## config.mk

```make
export PLATFORM = sky130hd
export DESIGN_NAME = cm_sysctrl_regs
export DESIGN_NICKNAME = d
export VERILOG_FILES = /design/src/rtl/cm_sysctrl_regs.sv
export SDC_FILE = /design/constraint.sdc
export NUM_CORES = 1
export LEC_CHECK = 0
export ABC_AREA = 1
export BUFFER_PORTS_ARGS = -buffer_cell sky130_fd_sc_hd__buf_2
export CORE_ASPECT_RATIO = 0.9
export CORE_MARGIN = 1
export CORE_UTILIZATION = 50
export CTS_CLUSTER_SIZE = 28
export DETAILED_ROUTE_END_ITERATION = 10
export PLACE_DENSITY = 0.68
export SETUP_SLACK_MARGIN = 0.4
export SYNTH_ARGS = -nofsm -noshare
export SYNTH_HDL_FRONTEND = slang
export SYNTH_SLANG_ARGS = --single-unit
```

## constraint.sdc

```tcl
create_clock -name clk -period 2.2 [get_ports clk]
set_clock_uncertainty 0.2 [all_clocks]
set_input_delay 0.22 -clock clk [delete_from_list [all_inputs] [get_ports clk]]
set_output_delay 0.22 -clock clk [all_outputs]
set_load 0.01 [all_outputs]
```

## src/rtl/cm_sysctrl_regs.sv

```systemverilog
module cm_sysctrl_regs #(
  parameter int MEM_MB = 128,
  parameter int AW     = 7
) (
  input  logic          clk,
  input  logic          rst_n,
  input  logic [AW-1:0] addr,
  input  logic          wr_en,
  input  logic [31:0]   wr_data,
  input  logic          rd_en,
  output logic [31:0]   rd_data,
  output logic          sys_reset_req,
  output logic          boot_overlay_en,
  output logic          led_on
);

  localparam logic [15:0] UNLOCK_KEY = 16'hA05F;
  localparam logic [31:0] ID_WORD    = 32'h411A_3001;
  localparam logic [31:0] STAT_WORD  = 32'h0010_0000;
  localparam logic [31:0] OSC_RST    = 32'h0100_0048;
  localparam logic [31:0] AUX_RST    = 32'h0007_FEFF;
  localparam logic [31:0] INIT_RST   = 32'h0000_0112;
  localparam logic [31:0] SIZE_CODE  = (MEM_MB >= 256) ? 32'h10 :
                                       (MEM_MB >= 128) ? 32'h0C :
                                       (MEM_MB >= 64)  ? 32'h08 :
                                       (MEM_MB >= 32)  ? 32'h04 : 32'h00;
  localparam logic [31:0] SDRAM_RST  = 32'h0001_1122 | SIZE_CODE;

  localparam logic [AW-1:0] W_ID     = AW'(0);
  localparam logic [AW-1:0] W_OSC    = AW'(2);
  localparam logic [AW-1:0] W_CTRL   = AW'(3);
  localparam logic [AW-1:0] W_STAT   = AW'(4);
  localparam logic [AW-1:0] W_LOCK   = AW'(5);
  localparam logic [AW-1:0] W_AUX    = AW'(7);
  localparam logic [AW-1:0] W_SDRAM  = AW'(8);
  localparam logic [AW-1:0] W_INIT   = AW'(9);
  localparam logic [AW-1:0] W_FSET   = AW'(12);
  localparam logic [AW-1:0] W_FCLR   = AW'(13);
  localparam logic [AW-1:0] W_NVSET  = AW'(14);
  localparam logic [AW-1:0] W_NVCLR  = AW'(15);
  localparam logic [AW-1:0] W_PD_LO  = AW'(64);
  localparam logic [AW-1:0] W_PD_HI  = AW'(95);

  localparam int          PD_NAME_AT  = 73;
  localparam int          PD_NAME_LEN = 11;
  localparam logic [8*PD_NAME_LEN-1:0] PD_NAME = "CM-SDRAM-01";

  logic [31:0] osc_q, aux_q, sdram_q, init_q, flags_q, nvflags_q;
  logic [15:0] lock_q;
  logic        led_q, remap_q, req_q;
  logic [31:0] rd_mux;
  logic        unlocked;

  function automatic logic [7:0] pd_byte(input int unsigned idx);
    if (idx >= PD_NAME_AT && idx < PD_NAME_AT + PD_NAME_LEN)
      return PD_NAME[8*(PD_NAME_AT + PD_NAME_LEN - 1 - idx) +: 8];
    return 8'h00;
  endfunction

  assign unlocked        = (lock_q == UNLOCK_KEY);
  assign sys_reset_req   = req_q;
  assign boot_overlay_en = ~remap_q;
  assign led_on          = led_q;

  always_comb begin
    rd_mux = '0;
    if (addr >= W_PD_LO && addr <= W_PD_HI) begin
      rd_mux = {24'b0, pd_byte(32'(addr))};
    end else begin
      case (addr)
        W_ID:    rd_mux = ID_WORD;
        W_OSC:   rd_mux = osc_q;
        W_CTRL:  rd_mux = {29'b0, remap_q, 1'b0, led_q};
        W_STAT:  rd_mux = STAT_WORD;
        W_LOCK:  rd_mux = {15'b0, unlocked, lock_q};
        W_AUX:   rd_mux = aux_q;
        W_SDRAM: rd_mux = sdram_q;
        W_INIT:  rd_mux = init_q;
        W_FSET:  rd_mux = flags_q;
        W_NVSET: rd_mux = nvflags_q;
        default: rd_mux = '0;
      endcase
    end
  end

  always_ff @(posedge clk) begin
    if (!rst_n) begin
      osc_q     <= OSC_RST;
      aux_q     <= AUX_RST;
      sdram_q   <= SDRAM_RST;
      init_q    <= INIT_RST;
      flags_q   <= '0;
      nvflags_q <= '0;
      lock_q    <= '0;
      led_q     <= 1'b0;
      remap_q   <= 1'b0;
      req_q     <= 1'b0;
      rd_data   <= '0;
    end else begin
      req_q <= wr_en && (addr == W_CTRL) && wr_data[3];
      if (rd_en) rd_data <= rd_mux;
      if (wr_en) begin
        case (addr)
          W_OSC:   if (unlocked) osc_q <= wr_data;
          W_AUX:   if (unlocked) aux_q <= wr_data;
          W_CTRL:  begin
                     led_q   <= wr_data[0];
                     remap_q <= wr_data[2];
                   end
          W_LOCK:  lock_q    <= wr_data[15:0];
          W_SDRAM: sdram_q   <= wr_data;
          W_INIT:  init_q    <= wr_data;
          W_FSET:  flags_q   <= flags_q | wr_data;
          W_FCLR:  flags_q   <= flags_q & ~wr_data;
          W_NVSET: nvflags_q <= nvflags_q | wr_data;
          W_NVCLR: nvflags_q <= nvflags_q & ~wr_data;
          default: ;
        endcase
      end
    end
  end

endmodule

```

Word level (Yosys, flattened, before mapping)
Cells that the tools add are included.
{"block": "word_totals", "inputBits": 43, "register_bits": 243, "output_inout_bits": 35, "elab_cells": 58}
{"block": "classes", "n_addsub": 1, "mux": 8, "magnitude_cmp": 4, "bitwise": 6, "n_eq_ne": 12, "reduce_logical": 15, "shift": 1}
{"op": "$pmux 32 s10", "n": 1}
{"op": "$pmux 32 s2", "n": 2}
{"op": "$shiftx 88x33->8 const A", "n": 1}
{"op": "$and 32x32->32", "n": 2}
{"op": "$or 32x32->32", "n": 2}
{"op": "$eq 7x4->1 const B", "n": 6}
{"op": "$mux 32", "n": 1}
{"op": "$not 32->32", "n": 1}
{"op": "$eq 7x3->1 const B", "n": 3}
{"op": "$eq 16x16->1 const B", "n": 1}
{"op": "$mux 8", "n": 2}
{"op": "$eq 7x2->1 const B", "n": 2}
{"op": "$ge 7x7->1 const B", "n": 2}
{"op": "$reduce_and 2->1", "n": 6}
{"op": "$sub 7x7->8 const A", "n": 1}
{"op": "$le 7x7->1 const B", "n": 1}
{"op": "$logic_not 7->1", "n": 1}
{"op": "$lt 7x7->1 const B", "n": 1}
{"op": "$reduce_and 3->1", "n": 2}
{"op": "$logic_and 1x1->1", "n": 4}
{"op": "$reduce_bool 2->1", "n": 2}
{"op": "$mux 1", "n": 2}
{"op": "$not 1->1", "n": 1}

Longest topological paths before layout
{"block": "depth", "ltp_word": 6, "mapped_depth": 14, "ltp_nobuf": 12}

Least setup slack after synthesis
OpenSTA, ideal clock, no wires.
{"block": "synth_timing", "kind": "input -> register", "from": "in addr[2]", "to": "reg rd_data[0]", "setup_ns": 0.117, "cell_stages": 14, "t_arrival_ns": 1.601, "t_required_ns": 1.883, "n_path_buf": 2, "slack_ns": 0.282, "cell_sequence": "clkbuf_1 inv_1 ha_1 inv_1 nor2_2 nand2_1 inv_2 buf_4 nand2_1 nand2_1 nor2_1 nand2_1 nor2_1 nor2_1"}
{"block": "synth_between", "elab_chain_len": 6, "word_cells_on_any_way": 24, "cone_classes": "add/sub: 1; order compare: 4; eq/ne: 9; shift: 1; mux: 6; reduce/logical: 3"}
{"item": "from (decl)", "line_no": "7", "rtl": "input logic [AW-1:0] addr,"}
{"item": "branches (longest 5 deep; another with $sub 7x7->8)"}
{"item": "$mux 32 (*)", "line_no": "67", "rtl": "if (addr >= W_PD_LO && addr <= W_PD_HI) begin"}
{"item": "to (signal assigned)", "line_no": "101", "rtl": "if (rd_en) rd_data <= rd_mux;"}
{"item": "to (decl)", "line_no": "11", "rtl": "output logic [31:0] rd_data,"}
Mark *: on every way between the ends. The select of a mux whose other input is x is not followed.
A chain may end at the register's enable or synchronous reset.

Worst setup path after layout
{"block": "layout_timing", "from": "reg lock_q[13]", "to": "reg aux_q[8]"}
{"block": "layout_between", "elab_chain_len": 2}
{"item": "from (decl)", "line_no": "49", "rtl": "logic [15:0] lock_q;"}
{"item": "from (signal assigned)", "line_no": "110", "rtl": "W_LOCK: lock_q <= wr_data[15:0];"}
{"item": "$eq 16x16->1", "line_no": "60", "rtl": "assign unlocked = (lock_q == UNLOCK_KEY);"}
{"item": "$reduce_and 3->1 (no source line)"}
{"item": "to (signal assigned)", "line_no": "105", "rtl": "W_AUX: if (unlocked) aux_q <= wr_data;"}
{"item": "to (decl)", "line_no": "48", "rtl": "logic [31:0] osc_q, aux_q, sdram_q, init_q, flags_q, nvflags_q;"}
No other way between the ends.

==> results.md <==
* Io pins at 78
* Max Freq at 568.5 MHz
* Required @ worst endpoint at 2.42 ns
* CP arrival at 1.98 ns
* Synthesized area per cell at 6.927 µm²
* Drt total wl at 34.78 mm
* Worst hold stages at 6
* Worst-case clock buffer depth at 3
* Post-synthesis async set-or-reset flop share at 0%
* Final Hold Viols at 0
* Worst reg2reg startpoint: lock_q[13]
* Worst-path fanout max at 5
* Min cycle time layout at 1.759 ns
* Relative slew slack at 51.21%
* Share of layout cells above drive strength 1 at 13.69%
* Dpl cell area at 11640 µm²
* GPL Wtd Cong at 0.8642
* Die width at 156.1 µm
* Wire per inst at 17.75 µm
* Main synth FF type: dfxtp_1
* Area of the multi-input gates at 4977 µm²
* Post-synth top cells: nand2_1, dfxtp_1, nor2_1
* Layout Nets at 1703
* Status: finished clean
* CTS Sinks at 243
* Root Buffer: clkbuf_16
* Top-count cell post-synth: nand2_1
* Worst hold path type: input port to flop
* Worst path most repeated cell: nor2_2
* Tot Pwr at 9.145 mW
* IO buf count at 77
* Worst hold start: addr[4]
* Layout Cells excl Fill at 1959
* Endpoints failing setup at 0
* GRT busiest layer: met2
* Total track usage at 30.60%
* Num CTS Buffers at 25
* Max-cap violation count at 0
* # diodes at 0
* Number of remaining DRC errors at 0
* Placed Cells at 1869
* Flop and latch count out of synthesis at 243
* WP buf/inv at 3
* Worst r2r dst: aux_q[8]
* RSZ-0062 raised after global routing: true
* Yosys warns at 0
* CORE AREA at 20900 µm²
* Grt ovf at 0
* Hold endpoint: rd_data[6]
* Syn nets at 1589
* VDD IR-drop max at 0.0005594 V
* Peak per-stage delay on the critical path at 0.34 ns
* Pin slew with the least headroom to its limit at 0.7318 ns
* Syn Inst Count at 1542
* Largest net degree at the start of global routing at 90
* Clk_lat worst skew at 0.53 ns
* Antenna viol nets, final at 0
* First-pass GRT wire length at 52.63 mm
* Vert. Die Dim at 140.7 µm
* Synth area leader: dfxtp_1
* Setup WS post-layout at 0.4409 ns
* Post-route cell area at 13050 µm²
* Yosys cell types at 31
* CP startpoint kind: flop
* Critical-path top delay cell: dfxtp_2
* Slew Limit Fails at 0
* Num rows at 50
* Iteration-0 DRC Markers at 1308
* Worst-path clk slew at 0.06 ns
* Hpwl dp at 21.08 mm
* Routing usage on met2 at 46.85%
* Initial core utilization at 51.12%
* Setup TNS at 0 ns
* Initial antenna violation count at 0
* CTS tree: done
* Number of flops mapped to enable cells by yosys at 0
* Htree depth at 1
* Grt met1 use at 43.32%
* Reg2Reg Depth at 10
* Cell Pwr Density at 700.6 nW/µm²
* Area added between synthesis and finish at 22.21%
* Dpl ws at 0.1036 ns
* Crit. End Element: flop
* Register area share after synthesis at 45.54%
* Synthesized cell area at 10680 µm²
* TritonRoute pass-1 iters at 5
* Leakage at 5.635 nW
* Via count at 10819
* Synth top area share at 45.54%
* Top post-synthesis cells by area: dfxtp_1, nand2_1, a21oi_1
* Vias in the first global route at 9529
* Die area at 21950 µm²
* CP Class: flop to flop
* CP Cell Sequence: inv_1, nor2_2, nand2_1, nor2_2, and2_4, nand3_4, buf_12, clkbuf_16, o21ai_0, nor2_1
* Flop2flop setup slack at 0.44 ns
* Reg area at 4876 µm²
* # fillers at 1951
* CP top delay family: simple AND/OR/NAND/NOR gates
* Global Route met3 Usage at 5.533%
* Period utilization at 79.96%
* Vias/cell at 5.523
## worst reg2reg max path, delay by kind of cell (launching register included)
kind	cells	cell delay [ns]
compound gates	1	0.14
simple gates	6	0.61
flops	1	0.34
buf+inv	3	0.37
## cell families (layout without fill, tap and decap cells)
group / Yosys count / after routing / synth area share, %
and+or+nand+nor: 688 / 688 / 26.26
AOI/OAI and AO/OA: 392 / 392 / 19.30
DFF: 243 / 243 / 45.54
buffers and inverters: 214 / 345 / 8.340
adders and majority gates: 4 / 4 / 0.4686
xor gates and xnor gates: 1 / 1 / 0.08201
## cells in the final DEF (no fill, tap or decap), types with 3 or more instances in the layout
| master | count |
|---|---|
| buf_2 | 76 |
| nor2_4 | 6 |
| ha_1 | 4 |
| nor2_2 | 7 |
| o21ai_2 | 3 |
| dfxtp_2 | 6 |
| clkinv_2 | 3 |
| dfxtp_1 | 236 |
| nor3_1 | 64 |
| inv_1 | 106 |
| clkbuf_8 | 6 |
| clkbuf_1 | 8 |
| clkbuf_16 | 30 |
| inv_6 | 3 |
| nor2_1 | 170 |
| nand2_2 | 5 |
| nand2_1 | 379 |
| buf_6 | 5 |
| buf_12 | 17 |
| nand3_1 | 46 |
| o211ai_1 | 33 |
| a21oi_1 | 171 |
| o21ai_1 | 37 |
| o21ai_0 | 145 |
| buf_4 | 43 |
| inv_2 | 10 |
| dlygate4sd3_1 | 35 |
| nand4_1 | 5 |
## cell type report
class | count | share of cell area, %
inverters | 119 | 3.575
clock inverters | 5 | 0.4122
multi-input cells | 1085 | 38.13
flip-flops and latches | 243 | 37.35
well taps | 286 | 2.741
clock buffers | 39 | 5.655
repair buffers | 181 | 12.07
repair inverters | 1 | 0.06709
## power breakdown
part | internal (mW) | total (mW) | switching [mW] | leakage, nW
Clock | 2.41 | 4.17 | 1.76 | 0.391
Combinational | 0.173 | 0.550 | 0.377 | 3.28
Sequential | 4.42 | 4.43 | 0.00922 | 1.96
Total | 7.00 | 9.14 | 2.14 | 5.63
## timing repair
action	in CTS	in global routing
hold buffers	35	0
endpoints found under the hold margin	214	0
gates cloned	0	8
buffers inserted	0	3
resized for setup	8	38
pin swaps	0	4
endpoints found under the setup margin	48	45
## through the flow
| step | hold WS [ns] | util (%) |
|---|---|---|
| after global routing | 0.1470 | 62.47 |
| final | 0.1053 | 62.47 |
| after detailed placement | 0.2399 | 55.71 |
| after floorplan | 0.1504 | - |
| after CTS | 0.09544 | 61.26 |
| after global placement | 0.2329 | 55.71 |
## metal layers
metal	vias up	wire length [µm]
met3	81	3106
met4	0	1035
li1	5265	-
met5	-	0
met1	4983	15520
met2	490	15120
## worst max path at each step
stage	startpoint	endpoint	slack (ns)	depth (start not counted)
floorplan	addr[2]	rd_data[0]	0.41	14
global placement	addr[2]	rd_data[7]	0.14	14
detailed placement	addr[2]	rd_data[18]	0.10	11
CTS	lock_q[13]	aux_q[28]	0.43	10
global route	lock_q[13]	aux_q[27]	0.39	10
finish	lock_q[13]	aux_q[8]	0.44	10
(Power assumes the default switching activity.)
